===== src/rtl/lfsr_div_pkg.sv =====
package lfsr_div_pkg;

  localparam int unsigned MaxW = 31;

  typedef logic [MaxW-1:0]            vec_t;
  typedef logic [MaxW-1:0][MaxW-1:0]  mat_t;   // mat[j]: image of basis bit j
  typedef struct packed {
    mat_t lin;
    vec_t ofs;
  } aff_t;                                     // s -> lin*s ^ ofs over GF(2)

  // smallest b with n < 2^b
  function automatic int unsigned width_for(input longint unsigned n);
    int unsigned b;
    b = 0;
    for (int i = 1; i <= 32; i++)
      if (b == 0 && n < (64'd1 << i)) b = i;
    return b;
  endfunction

  // four 1-based stage numbers, 0 = unused slot
  function automatic logic [19:0] taps_for(input int unsigned b);
    case (b)
      2:  return {5'd0, 5'd0, 5'd1, 5'd2};
      3:  return {5'd0, 5'd0, 5'd2, 5'd3};
      4:  return {5'd0, 5'd0, 5'd3, 5'd4};
      5:  return {5'd0, 5'd0, 5'd3, 5'd5};
      6:  return {5'd0, 5'd0, 5'd5, 5'd6};
      7:  return {5'd0, 5'd0, 5'd6, 5'd7};
      8:  return {5'd4, 5'd5, 5'd6, 5'd8};
      9:  return {5'd0, 5'd0, 5'd5, 5'd9};
      10: return {5'd0, 5'd0, 5'd7, 5'd10};
      11: return {5'd0, 5'd0, 5'd9, 5'd11};
      12: return {5'd1, 5'd4, 5'd6, 5'd12};
      13: return {5'd1, 5'd3, 5'd4, 5'd13};
      14: return {5'd1, 5'd3, 5'd5, 5'd14};
      15: return {5'd0, 5'd0, 5'd14, 5'd15};
      16: return {5'd4, 5'd13, 5'd15, 5'd16};
      17: return {5'd0, 5'd0, 5'd14, 5'd17};
      18: return {5'd0, 5'd0, 5'd11, 5'd18};
      19: return {5'd1, 5'd2, 5'd6, 5'd19};
      20: return {5'd0, 5'd0, 5'd17, 5'd20};
      21: return {5'd0, 5'd0, 5'd19, 5'd21};
      22: return {5'd0, 5'd0, 5'd21, 5'd22};
      23: return {5'd0, 5'd0, 5'd18, 5'd23};
      24: return {5'd17, 5'd22, 5'd23, 5'd24};
      25: return {5'd0, 5'd0, 5'd22, 5'd25};
      26: return {5'd1, 5'd2, 5'd6, 5'd26};
      27: return {5'd1, 5'd2, 5'd5, 5'd27};
      28: return {5'd0, 5'd0, 5'd25, 5'd28};
      29: return {5'd0, 5'd0, 5'd27, 5'd29};
      30: return {5'd1, 5'd4, 5'd6, 5'd30};
      31: return {5'd0, 5'd0, 5'd28, 5'd31};
      default: return '0;
    endcase
  endfunction

  function automatic vec_t lin_apply(input mat_t m, input vec_t v);
    vec_t r;
    r = '0;
    for (int j = 0; j < int'(MaxW); j++)
      if (v[j]) r = r ^ m[j];
    return r;
  endfunction

  // a after b
  function automatic aff_t aff_compose(input aff_t a, input aff_t b);
    aff_t r;
    for (int j = 0; j < int'(MaxW); j++)
      r.lin[j] = lin_apply(a.lin, b.lin[j]);
    r.ofs = lin_apply(a.lin, b.ofs) ^ a.ofs;
    return r;
  endfunction

  // one enabled shift of a b-wide XNOR register
  function automatic aff_t step_map(input int unsigned b);
    aff_t        r;
    logic [19:0] t;
    t     = taps_for(b);
    r.lin = '0;
    r.ofs = '0;
    r.ofs[0] = 1'b1;                           // XNOR = inverted XOR
    for (int j = 0; j < int'(MaxW); j++) begin
      if (j + 1 < int'(b)) r.lin[j][j+1] = 1'b1;
      for (int k = 0; k < 4; k++)
        if (int'(t[k*5 +: 5]) == j + 1) r.lin[j][0] = ~r.lin[j][0];
    end
    return r;
  endfunction

  // state after n-1 shifts from zero, by square-and-multiply
  function automatic vec_t terminal_for(input longint unsigned n, input int unsigned b);
    aff_t            acc;
    aff_t            pw;
    longint unsigned e;
    acc = '0;
    for (int j = 0; j < int'(MaxW); j++) acc.lin[j][j] = 1'b1;
    pw = step_map(b);
    e  = n - 1;
    for (int k = 0; k < 32; k++) begin
      if (e[k]) acc = aff_compose(pw, acc);
      pw = aff_compose(pw, pw);
    end
    return acc.ofs;
  endfunction

endpackage


===== src/rtl/lfsr_div_shift.sv =====
module lfsr_div_shift #(
  parameter int unsigned W    = 12,
  parameter logic [19:0] TAPS = 20'd0
) (
  input  logic         clk_i,
  input  logic         rst_ni,
  input  logic         en_i,
  input  logic         clr_i,
  output logic [W-1:0] state_o
);

  localparam int unsigned NumTaps = 4;

  logic [W-1:0]         state_q;
  logic [NumTaps-1:0]   tap_bit;
  logic                 fb;

  for (genvar k = 0; k < NumTaps; k++) begin : g_tap
    localparam int unsigned Pos = int'(TAPS[k*5 +: 5]);
    if (Pos == 0 || Pos > W) begin : g_unused
      assign tap_bit[k] = 1'b0;
    end else begin : g_used
      assign tap_bit[k] = state_q[Pos-1];
    end
  end

  assign fb = ~^tap_bit;

  always_ff @(posedge clk_i or negedge rst_ni) begin
    if (!rst_ni)    state_q <= '0;
    else if (en_i)  state_q <= clr_i ? '0 : {state_q[W-2:0], fb};
  end

  assign state_o = state_q;

  p_hold_r3: assert property (@(posedge clk_i) disable iff (!rst_ni)
    !en_i |=> $stable(state_q));

  p_restart_r4: assert property (@(posedge clk_i) disable iff (!rst_ni)
    en_i && clr_i |=> state_q == '0);

  p_no_lockup_r1: assert property (@(posedge clk_i) disable iff (!rst_ni)
    state_q != '1);

endmodule


===== src/rtl/lfsr_div_match.sv =====
module lfsr_div_match #(
  parameter int unsigned  W    = 12,
  parameter logic [W-1:0] TERM = '1
) (
  input  logic [W-1:0] state_i,
  output logic         hit_o
);

  assign hit_o = (state_i == TERM);

  always_comb begin
    a_term_nonzero_r5: assert (TERM != '0);
  end

endmodule


===== src/rtl/lfsr_div_top.sv =====
module lfsr_div_top #(
  parameter int unsigned N = 2604
) (
  input  logic clk_i,
  input  logic rst_ni,
  input  logic en_i,
  input  logic clear_i,
  output logic tick_o
);
  import lfsr_div_pkg::*;

  localparam int unsigned  W        = width_for(longint'(N));
  localparam logic [19:0]  Taps     = taps_for(W);
  localparam vec_t         TermFull = terminal_for(longint'(N), W);
  localparam logic [W-1:0] Term     = TermFull[W-1:0];

  if (N < 2 || N > (32'd1 << 30)) begin : g_bad_n
    $error("lfsr_div_top: N out of range");
  end

  logic [W-1:0] state;
  logic         hit;
  logic         restart;

  assign restart = hit | clear_i;

  lfsr_div_shift #(.W(W), .TAPS(Taps)) u_shift (
    .clk_i   (clk_i),
    .rst_ni  (rst_ni),
    .en_i    (en_i),
    .clr_i   (restart),
    .state_o (state)
  );

  lfsr_div_match #(.W(W), .TERM(Term)) u_match (
    .state_i (state),
    .hit_o   (hit)
  );

  assign tick_o = hit;

  // enabled edges since last restart, for the period check
  logic [31:0] gap_q;
  always_ff @(posedge clk_i or negedge rst_ni) begin
    if (!rst_ni)   gap_q <= '0;
    else if (en_i) gap_q <= (tick_o || clear_i) ? 32'd0 : gap_q + 32'd1;
  end

  p_period_r1: assert property (@(posedge clk_i) disable iff (!rst_ni)
    tick_o |-> gap_q == N - 1);

  p_single_r1: assert property (@(posedge clk_i) disable iff (!rst_ni)
    en_i && tick_o |=> !tick_o);

  p_stall_r6: assert property (@(posedge clk_i) disable iff (!rst_ni)
    !en_i && tick_o |=> tick_o);

endmodule


===== config.mk =====
export PLATFORM = sky130hd
export DESIGN_NAME = lfsr_div_top
export DESIGN_NICKNAME = d
export VERILOG_FILES = /design/src/rtl/lfsr_div_pkg.sv /design/src/rtl/lfsr_div_shift.sv /design/src/rtl/lfsr_div_match.sv /design/src/rtl/lfsr_div_top.sv
export SDC_FILE = /design/constraint.sdc
export NUM_CORES = 1
export LEC_CHECK = 0
export ABC_CLOCK_PERIOD_IN_PS = 4100
export BUFFER_PORTS_ARGS = -buffer_cell sky130_fd_sc_hd__buf_2
export CORE_AREA = 10 10 47 49
export DETAILED_ROUTE_END_ITERATION = 16
export DIE_AREA = 0 0 57 59
export PLACE_DENSITY = 0.68
export SLEW_MARGIN = 20
export SYNTH_ARGS = -nofsm -noshare
export SYNTH_HDL_FRONTEND = slang
export SYNTH_SLANG_ARGS = --single-unit

===== constraint.sdc =====
create_clock -name clk_i -period 4.1 [get_ports clk_i]
set_clock_uncertainty 0.2 [all_clocks]
set_input_delay 0.205 -clock clk_i [delete_from_list [all_inputs] [get_ports clk_i]]
set_output_delay 0.205 -clock clk_i [all_outputs]
set_load 0.05 [all_outputs]

## After elaboration in Yosys (flattened, before gate mapping)

Index checks and enable logic that the tools add are counted.

- Bits in registers: 12
- Bits of input ports: 4
- Output and inout bits: 1
- Word-level logic and storage cells: 5

- Equality and inequality tests: 1
- Muxes and demuxes: 1
- Bitwise gates (word level): 1
- Reductions and logical operators: 1

Operator list:

| operator | count |
|---|---|
| $eq A12 B12 Y1 const B | 1 |
| $mux W12 | 1 |
| $reduce_xnor A4 Y1 | 1 |
| $or A1 B1 Y1 | 1 |

## Longest topological paths before layout

Gate-level depths: netlist (run 1).

- Word-level depth: 3
- Mapped depth: 5
- Gate-level depth less buffers: 3

## Hierarchy

Synthesis (run 1) repeated with hierarchy kept, for this count alone.

- Cell total of the unflattened synthesis: 58
- Area, all modules: 585.6 sq um

By module, submodules not included:

| module | instances | cells an instance | area each (sq um) |
|---|---|---|---|
| lfsr_div_shift | 1 | 53 | 540.5 |
| lfsr_div_match | 1 | 4 | 38.8 |
| lfsr_div_top | 1 | 1 | 6.3 |

## Worst setup path after synthesis (run 1)

OpenSTA, ideal clock, no wires.

- Path kind: register -> output
- From: register u_shift.state_q[9] (netlist: u_shift.state_o[9])
- To: output port tick_o
- Arrival time: 1.102 ns
- Required time: 3.695 ns
- Slack: 2.593 ns
- Cell stages (with the launch flop): 3
- Path buffers: 0
- Cells stage by stage: dfrtp_1 > nor4b_4 > and3_2

- Cells in the longest elaborated chain, start to end: 1

Ends and longest elaborated chain:

| what | line | RTL |
|---|---|---|
| start, declared | lfsr_div_shift.sv:14 | `logic [W-1:0] state_q;` |
| start signal, assigned | lfsr_div_shift.sv:31 | `else if (en_i) state_q <= clr_i ? '0 : {state_q[W-2:0], fb};` |
| $eq A12 B12 Y1 | lfsr_div_match.sv:9 | `assign hit_o = (state_i == TERM);` |
| end, declared | lfsr_div_top.sv:8 | `output logic tick_o` |

Every way passes these cells.

## Final worst setup path (run 1)

- From: register u_shift.state_q[0] (netlist: u_shift.state_o[0])
- To: output port tick_o

Same word-level chain as after synthesis.

==> flow_summary.toml, run 1 <==
[worst_setup_path]
reg2reg_slack_ps = 2630
endpoint_kind = "output pin"
max_stage_delay_ps = 470
r2r_start = "u_shift.state_o[3]"
crit_start = "u_shift.state_o[0]"
cp.arrival_ps = 1520
worst_r2r_path_depth = 3
r2r-end = "u_shift.state_o[5]"
critical_path_class = "reg -> out"
critPathSlowestCell = "dfrtp_1"
crit_end = "tick_o"
critical_path.max_fanout = 4
cp.required_ps = 3690
path_cells = "nor4b_4, and3_2, buf_2"
crit_path_start_kind = "flop"

[grt]
grt-ovfl-total = 0
gr-usage-all-layers_pct = 7.06
grt_pass1_vias = 418
antenna_found_initial = 0
grt_pass1_wl_um = 1930
grt_max_degree = 13

[route]
drtPass1Iterations = 4
wl_per_cell_um = 14.9
first_iter_violations = 11
vias = 355
drc_errors = 0
postRouteAntennaNets = 0
wirelength_um = 1050
vias_per_cell = 5.07

[status]
status = "completed"

[die]
core_area_mm2 = 0.00140
die_w_um = 57
io_pins = 5
fp.dieArea_mm2 = 0.00336
die_h_um = 59
row_count = 14
start_util_pct = 42.1

[synthesis]
synth_area_um2 = 589
synth_warnings = 0
postSynthCellCount = 47
synth_nets = 51
ys_ff_latch = 12
synth.avg_cell_area_um2 = 12.5
ys_seq_area_share_pct = 51.0
yosysUniqueCellTypes = 14
yosys.area.top_type = "dfrtp_1"
synth.top_cells.by_area = "dfrtp_1 (51%), a22o_1 (7.4%), and4bb_4 (5.5%)"
synth_top_area_share_pct = 51.0

[layout]
final-instance-count-excl-fill = 70
diodes = 0
layout-drive-gt1-share_pct = 24.1
multiInputGateArea_um2 = 244
largest_register_ff_count = 12
nNetsFinal = 59
nFillCells = 152
regArea_um2 = 300
final_core_util_pct = 46.6
syn2layout_area_growth_pct = 10.8

[sta]
finalSetupViolations = 0
fin_crit_sh_pct = 47.0
slew_violations = 0
rsz0062_at_grt = "no"
hold_viol = 0
tightest_slew_ps = 382
finalSetupTns_ps = 0
post-route-min-period_ps = 1930
slew_headroom_pct = 74.5
max_freq_ghz = 0.518

[placed_design]
dp_hpwl_um = 719
dp_cells = 65
io_buffer_count = 4
place_congestion = 0.692

[cts]
htree_levels = 1
root_buffer = "clkbuf_4"
clock-sinks = 12
clockBufferDepth = 2
clk_pin_slew_worst_paths_ps = 80
cts_setup_buffers = 0
cts_tree = "done"
insertion_delay_ps = 270
cts_made_buffers = 3

[pwr]
switching_share_pct = 23.3
power_frac_clock_pct = 38.9
comb_power_share_pct = 8.2
peakVddDrop_mv = 0.177
internal_power_w = 0.000186
p_leak_nw = 0.277
p_sw_w = 0.0000565
p_seq_share_pct = 52.9
power_density_mw_per_mm2 = 370

[min_path]
worstHoldStart = "clear_i"
hold_path.class = "in -> reg"

[flow_run]
maxCapViolCount = 0
repair_timing:
action                                 4_1_cts  5_1_grt
endpoints found under the hold margin       12        0
hold buffers                                 1        0
gates resized for setup                      0        0
routing by layer:
layer  vias to the layer above  global-route usage, %  routed length (um)
li1                        181                      -                   -
met1                       163                   9.01                 544
met2                         9                   10.2                 450
met3                         2                   2.15                  46
met4                         0                   4.03                   4
met5                         -                      0                   0
cells in the mapped netlist:
cell,instances
a22o_1,5
a311oi_4,1
and3_2,1
and4bb_4,2
buf_6,2
dfrtp_1,12
inv_1,6
nand2_1,2
nand3b_1,4
nor4b_4,1
o21ai_0,5
o31ai_1,2
or3_1,1
xnor2_1,3
cell usage in the layout (no fill, tap or decap), types with 3 or more instances in the layout:
cell and count:
a22o_1 5, buf_2 4, clkbuf_4 3, dfrtp_1 12, inv_1 6, nand3b_1 4, o21ai_0 5, xnor2_1 3
worst min path at each step:
stage | end | slack (ps) | cells after the start
after global routing | u_shift.state_o[11] | 40 | 2
after floorplan | u_shift.state_o[0] | -290 | 0
final | u_shift.state_o[11] | 30 | 2
after global placement | u_shift.state_o[7] | -100 | 1
after detailed placement | u_shift.state_o[7] | -100 | 1
after CTS | u_shift.state_o[11] | 30 | 2
stage by stage:
step | hold slack, ps | power [W] | area, um^2 | worst slack [ps]
final | 32.1 | 0.000242 | 653 | 2170
after global routing | 38.0 | 0.000255 | 653 | 2080
after CTS | 26.2 | 0.000244 | 653 | 2160
after detailed placement | -100 | 0.000149 | 607 | 2480
after global placement | -104 | 0.000149 | 607 | 2500
after floorplan | -291 | 0.000143 | 589 | 2590
power by group through the flow:
stage               logic [W]  clock network [W]  registers, W
floorplan           0.0000147                  0      0.000129
global placement    0.0000187                  0      0.000130
detailed placement  0.0000192                  0      0.000130
CTS                 0.0000200          0.0000961      0.000128
global route        0.0000228           0.000104      0.000129
finish              0.0000197          0.0000942      0.000128
layout make-up:
class / instances / area share [%]
clock buffers: 4 / 5.56
inverters: 6 / 3.45
multi-input cells: 27 / 37.4
flip-flops and latches: 12 / 46.0
well taps: 16 / 3.07
repair buffers: 5 / 4.60
worst max-delay path, delay by kind of cell (launching register included):
family,cells,cell delay (ps)
DFF,1,470
and+or+nand+nor,2,530
buffers and inverters,1,250
logic make-up (layout without fill, tap and decap cells):
| logic type | count (synthesis) | in the layout | share of synthesized area, % |
|---|---|---|---|
| compound gates | 13 | 13 | 18.7 |
| flops | 12 | 12 | 51.0 |
| simple gates | 11 | 11 | 18.3 |
| buf+inv | 8 | 15 | 7.64 |
| xor+xnor | 3 | 3 | 4.46 |
No activity file was read; power rests on OpenSTA's default activity.
==> inputs of run 2 (changes only) <==
--- a/config.mk
+++ b/config.mk
@@ -5,7 +5,7 @@
 export SDC_FILE = /design/constraint.sdc
 export NUM_CORES = 1
 export LEC_CHECK = 0
-export ABC_CLOCK_PERIOD_IN_PS = 4100
+export ABC_CLOCK_PERIOD_IN_PS = 1810
 export BUFFER_PORTS_ARGS = -buffer_cell sky130_fd_sc_hd__buf_2
 export CORE_AREA = 10 10 47 49
 export DETAILED_ROUTE_END_ITERATION = 16
==> constraint.sdc (replaced) <==
create_clock -name clk_i -period 1.81 [get_ports clk_i]
set_clock_uncertainty 0.2 [all_clocks]
set_input_delay 0.0905 -clock clk_i [delete_from_list [all_inputs] [get_ports clk_i]]
set_output_delay 0.0905 -clock clk_i [all_outputs]
set_load 0.05 [all_outputs]
==> run 2 against run 1 <==
  * Non-clock buffer count rose by 3
  * Die area did not move
  * Critical path depth unchanged
  * Clock power is 130% higher
  * Register-to-register slack worse by 2400 ps
  * First-iteration DRC count shrank 18%
  * Global-route usage decreased by 0.22 points
  * Sequential power grew 130%
  * Clock-buffer cell count is the same
  * Flip-flop and latch count did not move
  * Utilization up 2.1 points
  * Sequential share of layout area decreased by 2.0 points
  * Critical path type unchanged
  * Critical endpoint unchanged
==> flow_summary.toml, run 2 (same netlist as run 1, synthesis figures left out) <==
[status]
status = "completed"

[sta]
rsz0062_at_grt = "no"
max_freq_ghz = 0.572
finalSetupViolations = 0
fin_ws_ps = 62.8
finalSetupTns_ps = 0
tightest_slew_ps = 381
slew_violations = 0
slew_headroom_pct = 74.6
fin_crit_sh_pct = 96.5
hold_viol = 0
post-route-min-period_ps = 1750

[worst_setup_path]
cp_top_family = "simple AND/OR/NAND/NOR gates"
r2r_start = "u_shift.state_o[0]"
r2r-end = "u_shift.state_o[5]"
critical_path_class = "reg -> out"
reg2reg_slack_ps = 250
worst_r2r_path_depth = 4
max_stage_delay_ps = 470
cp.required_ps = 1520
cp.arrival_ps = 1460
crit_path_start_kind = "flop"
endpoint_kind = "output pin"
path_cells = "nor4b_4, and3_2, buf_4"
critPathSlowestCell = "dfrtp_1"
critical_path.max_fanout = 4
critPathBufInv = 1

[pwr]
peakVddDrop_mv = 0.390
power_density_mw_per_mm2 = 816
p_leak_nw = 0.290

[layout]
nNetsFinal = 62
largest_register_ff_count = 12
diodes = 0
final_core_util_pct = 48.8
mostFrequentLayoutCells = "dfrtp_1 (12), inv_1 (6), o21ai_0 (5), a22o_1 (5), nand3b_1 (4)"
final-instance-count-excl-fill = 73
nFillCells = 138
layout-drive-gt1-share_pct = 24.6
syn2layout_area_growth_pct = 15.9
layout_commonest_cell = "dfrtp_1"

[die]
row_count = 14
die_h_um = 59
start_util_pct = 42.1
fp.dieArea_mm2 = 0.00336
core_area_mm2 = 0.00140
io_pins = 5
die_w_um = 57

[flow_run]
maxCapViolCount = 0

[grt]
antenna_found_initial = 0
grt_pass1_vias = 402
grt_pass1_wl_um = 1880
gr-usage-all-layers_pct = 6.85
grt-ovfl-total = 0
grt_max_degree = 13

[cts]
cts_made_buffers = 3
htree_levels = 1
clock-sinks = 12
root_buffer = "clkbuf_4"
cts_tree = "done"
clk_pin_slew_worst_paths_ps = 80
clockBufferDepth = 2
insertion_delay_ps = 280

[route]
drtPass1Iterations = 4
wl_per_cell_um = 14.9
vias = 369
first_iter_violations = 9
drc_errors = 0
vias_per_cell = 5.05
wirelength_um = 1090
postRouteAntennaNets = 0

[placed_design]
dp_hpwl_um = 722
place_congestion = 0.693
pre_cts_ws_ps = 298
dp_cells = 65
io_buffer_count = 4

[min_path]
hold_path.class = "in -> async"
## run 2: changes by cell type in the layout (fill, tap and decap cells not counted), sizes merged
cell,before,now
buf,4,5
dlygate4sd3,1,3
## run 2: repair_timing
item,CTS,global route
endpoints found under the setup margin,1,1
pin swaps,0,1
buffers inserted,0,1
hold buffers,3,0
hold endpoints to repair,19,0
resized for setup,1,0
## run 2: metal layers
metal / vias to the layer above / GRT usage, % / part of all wire [%]
li1: 188 / - / -
met1: 172 / 8.41 / 52
met2: 7 / 10.2 / 40
met3: 2 / 2.79 / 6.2
met4: 0 / 3.02 / 1.3
met5: - / 0 / 0
## run 2: how the worst max path moves through the flow
stage,start,to,depth (start not counted)
floorplan,u_shift.state_o[9],tick_o,2
global placement,u_shift.state_o[0],tick_o,3
detailed placement,u_shift.state_o[0],tick_o,3
CTS,u_shift.state_o[0],tick_o,3
global route,u_shift.state_o[0],tick_o,3
finish,u_shift.state_o[0],tick_o,3
## run 2: layout make-up
| cell class | instances | area, um^2 | share of cell area (%) |
|---|---|---|---|
| Clock buffer | 4 | 36.3 | 5.31 |
| Inverter | 6 | 22.5 | 3.30 |
| Multi-Input combinational cell | 27 | 244 | 35.7 |
| Sequential cell | 12 | 300 | 44.0 |
| Tap cell | 16 | 20.0 | 2.93 |
| Timing Repair Buffer | 8 | 60.1 | 8.79 |
## run 2: metrics by stage
step	power [W]	hold WS (ps)	area, um^2
CTS	0.000560	22.4	676
global placement	0.000337	-218	607
floorplan	0.000325	-405	589
finish	0.000558	12.4	683
global route	0.000577	25.9	683
detailed placement	0.000338	-214	607
## run 2: where the power goes
| part | internal, W | total, W | switching (W) |
|---|---|---|---|
| clock network | 0.000122 | 0.000220 | 0.0000975 |
| logic | 0.0000232 | 0.0000477 | 0.0000245 |
| registers | 0.000278 | 0.000290 | 0.0000123 |
| total | 0.000423 | 0.000558 | 0.000134 |
==> inputs of run 3 (changes only) <==
--- a/config.mk
+++ b/config.mk
@@ -10,8 +10,10 @@
 export CORE_AREA = 10 10 47 49
 export DETAILED_ROUTE_END_ITERATION = 16
 export DIE_AREA = 0 0 57 59
+export HOLD_SLACK_MARGIN = 0.12
 export PLACE_DENSITY = 0.68
 export SLEW_MARGIN = 20
 export SYNTH_ARGS = -nofsm -noshare
 export SYNTH_HDL_FRONTEND = slang
+export SYNTH_HIERARCHICAL = 1
 export SYNTH_SLANG_ARGS = --single-unit
==> run 3 against run 2 <==
  * The flow now finishes with violations (setup timing)
  * Register-to-register slack got worse by 290 ps
  * Utilization increased by 6.7 points
  * Critical path type unchanged
  * Worst setup slack got worse by 140 ps
  * Global-route usage up 0.98 points
  * Via count up 20%
  * Clock-buffer cell count did not move
  * Synthesized cell count rose by 23%
==> flow_summary.toml, run 3 <==
[cts]
root_buffer = "clkbuf_4"
cts_setup_buffers = 0
cts_made_buffers = 3
insertion_delay_ps = 270
clock-sinks = 12
htree_levels = 1
clk_pin_slew_worst_paths_ps = 80
cts_tree = "done"
clockBufferDepth = 2

[route]
drc_errors = 0
wirelength_um = 1140
vias_per_cell = 4.80
vias = 442
drtPass1Iterations = 4
postRouteAntennaNets = 0
first_iter_violations = 15
wl_per_cell_um = 12.4

[sta]
hold_viol = 0
tightest_slew_ps = 550
rsz0062_at_grt = "yes"
finalSetupViolations = 12
max_freq_ghz = 0.529
post-route-min-period_ps = 1890
fin_crit_sh_pct = 104
fin_ws_ps = -80.8
slew_violations = 0
slew_headroom_pct = 63.2

[placed_design]
dp_hpwl_um = 797
io_buffer_count = 4
placed_area_um2 = 692
pre_cts_ws_ps = -129
place_congestion = 0.679

[min_path]
hold_path.class = "reg -> reg"

[worst_setup_path]
critPathSlowestCell = "or4b_4"
endpoint_kind = "output pin"
cp.required_ps = 1520
critical_path.max_fanout = 2
critical_path_class = "reg -> out"
cp_top_family = "simple AND/OR/NAND/NOR gates"
max_stage_delay_ps = 550
cp.arrival_ps = 1600
critPathBufInv = 1
crit_path_start_kind = "flop"
path_cells = "or4b_4, nor3_4, buf_6"

[synthesis]
synth.avg_cell_area_um2 = 10.1
synth-xor-area-share_pct = 3.85
synthTopCellsByCount = "dfrtp_1 (12), inv_1 (12), nand3b_1 (11)"
ys.flop_type = "dfrtp_1"
ys_ff_latch = 12
synth_nets = 62
synth_warnings = 6
synth_top_family_by_area = "simple AND/OR/NAND/NOR gates"
ys_seq_area_share_pct = 51.3
yosys.area.top_type = "dfrtp_1"
synth-compound-area-share_pct = 10.5
synth.area.mux_share_pct = 1.71
synth.top_cells.by_area = "dfrtp_1 (51%), nand3b_1 (14%), inv_1 (7.7%)"
yosysUniqueCellTypes = 14
postSynthCellCount = 58
synth_top_area_share_pct = 51.3
synth_edf_count = 0
async_flop_share_pct = 100
synth_adder_area_share_pct = 0
yosys.area_share.simple_pct = 23.1
synth_area_um2 = 586

[grt]
grt_pass1_wl_um = 2100
grt_max_degree = 25
gr-usage-all-layers_pct = 7.83
antenna_found_initial = 0
grt-ovfl-total = 0
grt_pass1_vias = 469

[die]
start_util_pct = 41.8
row_count = 14
die_h_um = 59
die_w_um = 57
fp.dieArea_mm2 = 0.00336
core_area_mm2 = 0.00140
io_pins = 5

[layout]
layout-drive-gt1-share_pct = 26.3
largest_register_ff_count = 12
final_area_um2 = 777
diodes = 0
syn2layout_area_growth_pct = 32.7
nNetsFinal = 81
mostFrequentLayoutCells = "inv_1 (12), dfrtp_1 (12), nand3b_1 (11), o21ai_1 (11), buf_4 (9)"

[flow_run]
maxCapViolCount = 0

[pwr]
power_density_mw_per_mm2 = 726
peakVddDrop_mv = 0.406
p_leak_nw = 0.358

[status]
status = "finished, violations left"
violations = "setup timing"
## run 3: worst min-delay path: cells and delay by family, from the launching register on
kind	cells	cell delay, ps
buffers and inverters	1	60
flip-flops	1	410
AO/OA/AOI/OAI	1	60
## run 3: routing by layer
metal	vias up	GRT usage (%)	routed length, um
met3	2	1.93	29
met5	-	0	0
met4	0	5.03	13
met2	3	11.2	532
li1	229	-	-
met1	208	10.2	566
## run 3: timing repair
item / CTS / global route
endpoints found under the hold margin: 24 / 0
hold buffers: 4 / 0
cloned: 0 / 0
pin swaps: 0 / 1
gates resized for setup: 3 / 0
endpoints found under the setup margin: 13 / 13
## run 3: cell type report
type,count,area [um^2]
clock buffer,4,36.3
inverter,12,45.0
sequential,12,300
fill,136,624
tap,16,20.0
multi-input combinational,31,241
timing repair buffer,17,134
## run 3: worst paths after layout
check | start | endpoint | slack (ps) | cells after the start
worst min-delay path | u_shift/state_o[6] | u_shift/state_o[6] | 360 | 2
worst min register to register | u_shift/state_o[6] | u_shift/state_o[6] | 360 | 2
min in group asynchronous | rst_ni | u_shift/state_o[5] | 670 | 3
worst max register to register | u_shift/state_o[2] | u_shift/state_o[7] | -40 | 5
max in group asynchronous | rst_ni | u_shift/state_o[11] | 380 | 3
worst max-delay path | u_shift/state_o[2] | tick_o | -80 | 3
## run 3: kinds of logic (layout without fill, tap and decap cells)
kind of cell    count (synthesis)  in the layout
compound gates                 12             12
simple gates                   17             17
xor+xnor                        1              1
flops                          12             12
mux                             1              1
buf+inv                        15             33
## run 3: power by group
part / switching, W / total (W) / internal [W]
combinational: 0.0000311 / 0.0000670 / 0.0000359
sequential: 0.00000497 / 0.000283 / 0.000278
clock: 0.0000921 / 0.000214 / 0.000122
total: 0.000128 / 0.000564 / 0.000436
## run 3: metrics by stage
stage / hold WS, ps / TNS [ps] / instances / utilization (%) / total power, W
after global placement: -220 / -1050 / 84 / 49.4 / 0.000347
after global routing: 376 / -1430 / 92 / 55.4 / 0.000594
final: 359 / -445 / 92 / 55.4 / 0.000564
after detailed placement: -217 / -1340 / 84 / 49.4 / 0.000348
after floorplan: -405 / -4790 / 58 / - / 0.000320
after CTS: 358 / -532 / 92 / 55.4 / 0.000567
